`config.mk`:
```
export PLATFORM = sky130hd
export DESIGN_NAME = interval_timer
export DESIGN_NICKNAME = d
export VERILOG_FILES = /design/src/rtl/interval_timer.sv
export SDC_FILE = /design/constraint.sdc
export NUM_CORES = 1
export LEC_CHECK = 0
export BUFFER_PORTS_ARGS = -buffer_cell sky130_fd_sc_hd__buf_2
export CAP_MARGIN = 20
export CORE_UTILIZATION = 55
export CTS_CLUSTER_DIAMETER = 150
export DETAILED_ROUTE_END_ITERATION = 6
export HOLD_SLACK_MARGIN = 0.02
export PLACE_DENSITY = 0.76
export SLEW_MARGIN = 5
export SYNTH_ARGS = -nofsm -noshare
export SYNTH_HDL_FRONTEND = slang
export SYNTH_SLANG_ARGS = --single-unit
```
`constraint.sdc`:
```
create_clock -name clk -period 2.6 [get_ports clk]
set_clock_uncertainty 0.05 [all_clocks]
set_input_delay 0.26 -clock clk [delete_from_list [all_inputs] [get_ports clk]]
set_output_delay 0.26 -clock clk [all_outputs]
set_load 0.05 [all_outputs]
```
`src/rtl/interval_timer.sv`:
```
module interval_timer #(
  parameter int HW = 16,
  parameter int AW = 3
) (
  input  logic          clk,
  input  logic          rst_n,
  input  logic [AW-1:0] addr,
  input  logic          wr_en,
  input  logic [HW-1:0] wr_data,
  input  logic          rd_en,
  output logic [HW-1:0] rd_data,
  output logic          irq
);
  localparam int CW = 2 * HW;
  localparam logic [AW-1:0] A_STAT = 0, A_CTRL = 1, A_PLO = 2, A_PHI = 3, A_SLO = 4, A_SHI = 5;

  logic [CW-1:0] period, count, snap;
  logic          running, timeout, cont, ie;

  wire at_zero = running && (count == '0);
  wire wr_per  = wr_en && (addr == A_PLO || addr == A_PHI);

  always_ff @(posedge clk or negedge rst_n) begin
    if (!rst_n) begin
      period  <= '1;
      count   <= '1;
      snap    <= '0;
      running <= 1'b0;
      timeout <= 1'b0;
      cont    <= 1'b0;
      ie      <= 1'b0;
    end else begin
      if (at_zero) begin
        timeout <= 1'b1;
        if (cont) count <= period;
        else      running <= 1'b0;
      end else if (running) begin
        count <= count - 1'b1;
      end
      if (wr_en) begin
        case (addr)
          A_STAT: timeout <= 1'b0;
          A_CTRL: begin
            ie   <= wr_data[0];
            cont <= wr_data[1];
            if (wr_data[3])      running <= 1'b0;
            else if (wr_data[2]) running <= 1'b1;
          end
          A_PLO: begin
            period[HW-1:0] <= wr_data;
            count          <= {period[CW-1:HW], wr_data};
            running        <= 1'b0;
          end
          A_PHI: begin
            period[CW-1:HW] <= wr_data;
            count           <= {wr_data, period[HW-1:0]};
            running         <= 1'b0;
          end
          A_SLO: snap <= count;
          default: ;
        endcase
      end
    end
  end

  always_ff @(posedge clk or negedge rst_n) begin
    if (!rst_n) rd_data <= '0;
    else if (!rd_en) rd_data <= '0;
    else begin
      case (addr)
        A_STAT:  rd_data <= {{(HW-2){1'b0}}, running, timeout};
        A_CTRL:  rd_data <= {{(HW-2){1'b0}}, cont, ie};
        A_PLO:   rd_data <= period[HW-1:0];
        A_PHI:   rd_data <= period[CW-1:HW];
        A_SLO:   rd_data <= snap[HW-1:0];
        A_SHI:   rd_data <= snap[CW-1:HW];
        default: rd_data <= '0;
      endcase
    end
  end

  assign irq = timeout & ie;

  a_r2_idle_zero: assert property (@(posedge clk) disable iff (!rst_n)
    !rd_en |=> rd_data == '0);
  a_r3_capture: assert property (@(posedge clk) disable iff (!rst_n)
    (wr_en && addr == A_SLO) |=> snap == $past(count));
  a_r4_decrement: assert property (@(posedge clk) disable iff (!rst_n)
    (running && count != '0 && !wr_per) |=> count == $past(count) - 1'b1);
  a_r5_oneshot_halt: assert property (@(posedge clk) disable iff (!rst_n)
    (at_zero && !cont && !(wr_en && (addr == A_CTRL || wr_per))) |=> (!running && count == '0));
  a_r6_reload: assert property (@(posedge clk) disable iff (!rst_n)
    (at_zero && cont && !wr_per) |=> count == $past(period));
  a_r7_stop_wins: assert property (@(posedge clk) disable iff (!rst_n)
    (wr_en && addr == A_CTRL && wr_data[3]) |=> !running);
  a_r8_period_stops: assert property (@(posedge clk) disable iff (!rst_n)
    wr_per |=> !running);
  a_r9_clear: assert property (@(posedge clk) disable iff (!rst_n)
    (wr_en && addr == A_STAT) |=> !timeout);
endmodule

```
==> key figures, run 1 <==
Run status
  • Status: finished, violations left
  • Failing checks: design-rule violations

Clocking
  • CTS HTree Levels: 4
  • Worst-path clk slew: 60 ps
  • Clock Latency Late Sink: 430 ps
  • CTS max path bufs: 2
  • CTS tree: built
  • Resized Gates After CTS: 0
  • Cts bufs inserted: 17
  • CTS Root Cell: clkbuf_16
  • Sink Count: 116

Final layout
  • Finished Core Util: 0.6576
  • P&R area growth vs syn: 16.98%
  • Register area: 2983 um^2
  • Final-layout fill cell count: 884
  • Fin area: 7508 um^2
  • Fin cells: 783
  • Share of cells above drive strength 1: 0.3641
  • Final net count: 652
  • Area of the multi-input gates: 3264 um^2
  • Inserted Diodes: 0

Route
  • # DRC: 2
  • Detail Route Antenna Nets: 0
  • Final WL: 16060 um
  • Total number of vias: 4971
  • Wirelength per Cell: 20.51 um
  • 1st-pass router iterations: 7
  • Starting DRT DRC Count: 375
  • Vias per std cell: 6.349

Critical path
  • Startpoint types: register
  • Reg-to-reg startpoint: count[9]$_DFF_PN1_
  • Worst setup path startpoint: count[9]$_DFF_PN1_
  • WP data required: 2920 ps
  • Reg2reg path depth: 6
  • Crit. End Element: register
  • CP arrival: 2720 ps
  • R2R Setup Slk: 190 ps
  • Worst R2R End: count[9]$_DFF_PN1_
  • Setup crit end: count[9]$_DFF_PN1_
  • Setup Crit Path Kind: register to register
  • Crit path max fanout: 8

Pwr
  • Pwr Density: 888.3 nW/um^2
  • Clock power frac: 0.356
  • Power Total: 6.670 mW
  • Leakage power: 3.169 nW
  • Net Sw Frac: 0.2932
  • Gate power share: 0.212
  • Cell Int Power: 4.714 mW
  • Peak VDD IR: 639.2 uV
  • Net Sw Power: 1.955 mW
  • Sequential share of power: 0.432

Global route
  • Gr ovfl total: 0
  • Global-route wire length before repair: 26010 um
  • Number of global-route vias before repair: 4933
  • Initial antenna violation count: 0
  • Tot GR Track Use: 0.2915
  • Pin count of the biggest net entering global routing: 56

Floorplanning
  • # rows: 39
  • Die Ht: 110.0 um
  • Width of the die: 110.0 um
  • Starting Density: 0.5621
  • I/O pins: 40
  • Core area: 11420 um^2
  • Die area: 12110 um^2

Synthesis
  • Synthesized area per cell: 11.10 um^2
  • Yosys warns: 0
  • Top post-synthesis cells by area: dfstp_2 26%, dfrtp_1 20%, mux2_2 11%
  • Cell count after synthesis: 578
  • Cell variety after synth: 58
  • EDFF count, synth: 0
  • Area leader, netlist: dfstp_2
  • Most frequent cell after synthesis: mux2i_1
  • Synth Net Count: 602
  • Synth cell count leaders: 67 x mux2i_1, 64 x dfstp_2, 64 x mux2_2, 52 x dfrtp_1, 26 x clkbuf_1
  • Sequential cell area fraction in the yosys report: 0.4647
  • Mapped Area: 6419 um^2
  • Flop and latch count out of synthesis: 116
  • Fraction of registers with async set/reset: 1.000
  • Top cell type's share of synthesized area: 0.2620
  • Ys flop type: dfstp_2

Timing
  • Final hold slack: 49.63 ps
  • Final hold vios: 0
  • Period minus WS final: 2408 ps
  • Setup tns final: 0 ps
  • Final Max Slew Viols: 0
  • Final worst slack: 192.3 ps
  • Ratio of final minimum period to clock period: 0.9260
  • F_max: 415.3 MHz
  • Unrepaired setup endpoints after global routing: false
  • Worst slew pin tran: 534.4 ps
  • Slew HR: 0.6410
  • Setup violators final: 0

Place
  • DP Worst Slack: 106.8 ps
  • Buffers on Ports: 39
  • Dpl cells: 750
  • Area post-placement: 6888 um^2
  • HPWL Detailed: 10440 um
  • RD Place Congestion: 0.8950

Flow run
  • Max-Cap Viols: 0

Hold path
  • Class of the worst hold path: input pin to register
==> sequential cells by signal (all words and copies together) (netlist names) <==
| register | count |
|---|---|
| cont | 1 |
| timeout | 1 |
| snap | 32 |
| rd_data | 16 |
| period | 32 |
| ie | 1 |
| running | 1 |
| count | 32 |
==> worst min-delay path by stage <==
stage | from | to | slack [ps] | depth (start not counted)
6_report | wr_data[5] | period[21]$_DFFE_PN1P_ | 50 | 2
5_1_grt | wr_data[13] | period[29]$_DFFE_PN1P_ | 40 | 2
4_1_cts | wr_data[7] | period[23]$_DFFE_PN1P_ | 40 | 2
3_5_place_dp | rst_n | rd_data[14]$_DFF_PN0_ | 150 | 1
3_3_place_gp | rst_n | rd_data[0]$_DFF_PN0_ | 150 | 1
2_1_floorplan | rst_n | cont$_DFFE_PN0P_ | -90 | 0
==> placed cells by master (no fill, tap or decap), drive strengths merged, types with 12 or more instances in the layout <==
cell,n
dfrtp,52
nor2,19
nand2,23
o21ai,18
nor4,12
o22ai,23
clkbuf,21
a31oi,13
mux2i,67
dfstp,64
nor3,19
and2,17
buf,67
a21oi,14
mux2,75
xor2,12
==> power by group through the flow <==
stage	Clock, mW	Sequential (mW)	Combinational (mW)
2_1_floorplan	0	2.79	1.02
3_3_place_gp	0	2.85	1.36
3_5_place_dp	0	2.89	1.40
4_1_cts	2.41	2.87	1.41
5_1_grt	2.47	2.95	1.54
6_report	2.37	2.88	1.41
==> cells by family after synthesis <==
family / synth area share
simple gates: 0.1290
buf+inv: 0.02749
fa+ha+maj: 0.001949
xor+xnor: 0.02456
flops: 0.4647
mux: 0.2361
compound gates: 0.1162
==> cell type report <==
type                            count  share of cell area
Multi-Input combinational cell    417              0.4348
Clock inverter                     10             0.01733
Clock buffer                       21             0.06266
Tap cell                          143             0.02383
Timing Repair Buffer               69             0.06066
Sequential cell                   116              0.3973
Inverter                            7            0.003499
==> critical path, stage by stage (launching register included) <==
cell and delay [ps]:
dfstp_2 380, or4_4 540, or4_4 550, nor4_4 260, buf_4 240, and3_1 180, o32a_1 150
==> layer usage <==
layer / wire [um] / GRT usage / up-vias
met1: 7314 / 0.3830 / 2538
met5: 0 / 0 / -
met2: 7766 / 0.4647 / 133
met4: 289 / 0.1010 / 0
met3: 692 / 0.07937 / 25
li1: - / - / 2275
==> what timing repair did <==
action / CTS / global route
endpoints found under the setup margin: 0 / 1
hold endpoints to repair: 26 / 0
hold buffers: 2 / 0
buffers inserted: 0 / 0
(Power assumes the default switching activity.)
==> run 2, diff against run 1 <==
ABC_AREA = 1   (was unset)
==> run 2 against run 1 <==
Effect of this change:
- the run now ends clean
- hold slack got worse by 16 ps
- clock power decreased by 7%
- synthesized area increased by 0.99%
- count of clock-buffer cells in the layout decreased by 1
- via count increased by 18%
- critical path depth increased by 6
- synthesized cell count increased by 47%
- cell count increased by 33%
- utilization decreased by 1.4 points
- global-route usage increased by 1.3 points
- final area decreased by 1.7%
- combinational power about the same
- critical path type unchanged
- critical endpoint is now count[11]$_DFF_PN1_
- highest routed layer is now met5
==> key figures, run 2 <==
Run status
  • Status: finished clean

Floorplanning
  • Width of the die: 110.6 um (+0.49%)
  • Die area: 12220 um^2 (+0.97%)
  • Core area: 11470 um^2 (+0.43%)
  • Die Ht: 110.6 um (+0.49%)
  • Starting Density: 0.5653 (+0.003173)
  • I/O pins: 40 (unchanged)
  • # rows: 39 (unchanged)

Clocking
  • Post-CTS Setup Inserts: 0 (unchanged)
  • CTS Root Cell: clkbuf_16
  • Sink Count: 116 (unchanged)
  • Resized Gates After CTS: 0 (unchanged)
  • Cts bufs inserted: 17 (unchanged)
  • CTS tree: built
  • CTS HTree Levels: 4 (unchanged)
  • CTS max path bufs: 2 (unchanged)
  • Clock Latency Late Sink: 420 ps (about the same)
  • Worst-path clk slew: 50 ps (about the same)

Global route
  • Pin count of the biggest net entering global routing: 65 (+16%)
  • Gr ovfl total: 0 (unchanged)
  • Met3 Use GR: 0.08507 (+0.005706)
  • GRT Max-Usage Layer: met1
  • Global-route wire length before repair: 28500 um (+9.6%)
  • Grt met2 use: 0.4195 (-0.04527)
  • GRT met1 Usage: 0.4497 (+0.06665)
  • Initial antenna violation count: 1 (+1)
  • Tot GR Track Use: 0.3040 (+0.01253)
  • Number of global-route vias before repair: 5455 (+11%)

Critical path
  • Startpoint types: register
  • Slowest cell on crit path: dfstp_2
  • CP arrival: 2520 ps (-200 ps)
  • Reg2reg path depth: 12 (+6)
  • Crit. End Element: register
  • Max stage delay on crit path: 560 ps (about the same)
  • Worst path cell trace: inv_1, ha_1, nand3_1, nor2_4, nand2_2, inv_1, nand2_4, clkinv_2, nand2_1, nand2_1, nand2_1, nand2_1
  • Most frequent cell on the critical path: nand2_1
  • WP data required: 2900 ps (-20 ps)
  • Setup Crit Path Kind: register to register
  • Crit path max fanout: 15 (+7)

Synthesis
  • Mapped Area: 6482 um^2 (+0.99%)
  • Synth Net Count: 874 (+45%)
  • Top post-synthesis cells by area: dfstp_2 26%, dfrtp_1 20%, nand2_1 14%
  • Yosys warns: 0 (unchanged)
  • Cell variety after synth: 41 (-29%)
  • Synthesized area per cell: 7.626 um^2 (-31%)
  • Ys flop type: dfstp_2
  • Cell count after synthesis: 850 (+47%)
  • Area leader, netlist: dfstp_2
  • Top cell type's share of synthesized area: 0.2594 (-0.002579)
  • Flop and latch count out of synthesis: 116 (unchanged)
  • EDFF count, synth: 0 (unchanged)
  • Most frequent cell after synthesis: nand2_1
  • Fraction of registers with async set/reset: 1.000 (unchanged)
  • Synth cell count leaders: 238 x nand2_1, 126 x o21ai_0, 101 x inv_1, 74 x nor2_1, 64 x dfstp_2
  • Sequential cell area fraction in the yosys report: 0.4601 (-0.004575)

Route
  • Detail Route Antenna Nets: 0 (unchanged)
  • Final WL: 17590 um (+9.5%)
  • # DRC: 0 (-2)
  • Wirelength per Cell: 16.85 um (-18%)
  • Vias per std cell: 5.601 (-12%)
  • 1st-pass router iterations: 7 (unchanged)
  • Total number of vias: 5847 (+18%)
  • Starting DRT DRC Count: 597 (+59%)

Final layout
  • Final net count: 912 (+40%)
  • Share of cells above drive strength 1: 0.2009 (-0.1632)
  • Commonest non-fill, non-tap cell in the layout: nand2_1
  • P&R area growth vs syn: 13.86%
  • Most frequent cells in the layout: 238 x nand2_1, 126 x o21ai_0, 101 x inv_1, 73 x nor2_1, 64 x dfstp_2
  • Final-layout fill cell count: 975 (+10%)
  • Inserted Diodes: 0 (unchanged)
  • Biggest regs: count: 32 flops, period: 32 flops, snap: 32 flops
  • Fin area: 7381 um^2 (-1.7%)

Place
  • Buffers on Ports: 39 (unchanged)
  • Area post-placement: 6820 um^2 (-0.98%)
  • HPWL Detailed: 12620 um (+21%)
  • RD Place Congestion: 0.9764 (+9.1%)

Timing
  • Ratio of final minimum period to clock period: 0.8545 (-0.07156)
  • Final hold vios: 0 (unchanged)
  • Setup violators final: 0 (unchanged)
  • Worst slew pin tran: 718.0 ps (+183.7 ps)
  • Final hold slack: 33.20 ps (-16.43 ps)
  • Slew HR: 0.5202 (-0.1209)
  • Final Max Slew Viols: 0 (unchanged)
  • F_max: 450.1 MHz (+8.4%)
  • Unrepaired setup endpoints after global routing: false
  • Period minus WS final: 2222 ps (-186.0 ps)
  • Setup tns final: 0 ps (unchanged)

Pwr
  • Sequential share of power: 0.421 (-0.011)
  • Gate power share: 0.223 (+0.011)
  • Peak VDD IR: 762.2 uV (+19%)
  • Clock power frac: 0.356 (about the same)
  • Cell Int Power: 4.164 mW (-12%)
  • Pwr Density: 840.1 nW/um^2 (-5.4%)
  • Leakage power: 3.518 nW (+11%)
  • Net Sw Power: 2.036 mW (+4.1%)
  • Net Sw Frac: 0.3284 (+0.03524)

Hold path
  • Hold Crit Depth: 3 (+1)
  • Class of the worst hold path: input pin to register

Flow run
  • Max-Cap Viols: 0 (unchanged)
-- run 2: cell types whose count changed after synthesis, sizes merged, moves of 34 or more --
cell | previous run | this run
mux2 | 75 | 1
mux2i | 67 | 0
inv | 7 | 103
o21ai | 18 | 133
nand3 | 4 | 38
nand2 | 23 | 248
nor2 | 19 | 90
-- run 2: power by group through the flow --
stage                     Sequential (mW)  Clock, mW  Combinational (mW)
after floorplan                      2.62          0               0.921
final                                2.61       2.20                1.39
after global routing                 2.65       2.30                1.56
after global placement               2.62          0                1.33
after CTS                            2.60       2.22                1.37
after detailed placement             2.62          0                1.35
-- run 2: critical path, delay by kind of cell (launching register included) --
family                   cells  cell delay [ps]
AND/OR/NAND/NOR              8              830
flip-flops                   1              560
buffers and inverters        3              430
adder cells (fa/ha/maj)      1              250
-- run 2: path summary, 6_finish.rpt --
| kind | startpoint | endpoint | slack, ps |
|---|---|---|---|
| max | count[0]$_DFF_PN1_ | count[11]$_DFF_PN1_ | 380 |
| max reg2reg | count[0]$_DFF_PN1_ | count[11]$_DFF_PN1_ | 380 |
| min reg2reg | snap[12]$_DFFE_PN0P_ | snap[12]$_DFFE_PN0P_ | 430 |
| min | wr_data[13] | period[29]$_DFFE_PN1P_ | 30 |
| max in group asynchronous | rst_n | period[19]$_DFFE_PN1P_ | 1440 |
| min in group asynchronous | rst_n | rd_data[10]$_DFF_PN0_ | 320 |
-- run 2: cell families after synthesis --
group	after synthesis	share of synthesized area
AO/OA/AOI/OAI	188	0.1631
XOR/XNOR	17	0.02297
adder cells (fa/ha/maj)	1	0.001930
buffers and inverters	137	0.08647
flip-flops	116	0.4601
multiplexers	1	0.001737
AND/OR/NAND/NOR	390	0.2637
-- run 2: stage by stage --
stage,power (mW),setup WS [ps],util,cells
2_1_floorplan,3.541,707.4,-,850
3_3_place_gp,3.949,489.7,0.5948,1011
3_5_place_dp,3.975,424.1,0.5948,1011
4_1_cts,6.186,400.2,0.6436,1044
5_1_grt,6.513,201.2,0.6436,1044
6_report,6.200,378.3,0.6436,1044
-- run 2: metal layers --
metal	up-vias	routed length [um]
li1	2831	-
met1	2743	8202
met2	243	7277
met3	28	1698
met4	2	404
met5	-	9
-- run 2: timing repair --
item                                   4_1_cts  5_1_grt
hold buffers                                 1        0
setup endpoints to repair                    0        0
endpoints found under the hold margin       39        0
-- run 2: final cells by class --
cell class | instances | area, um^2 | share of cell area
Multi-Input combinational cell | 597 | 2942 | 0.3985
Clock inverter | 12 | 113.9 | 0.01543
Sequential cell | 116 | 2984 | 0.4043
Timing Repair Buffer | 51 | 327.8 | 0.04441
Inverter | 105 | 397.9 | 0.05391
Tap cell | 143 | 178.9 | 0.02424
Clock buffer | 20 | 436.7 | 0.05916
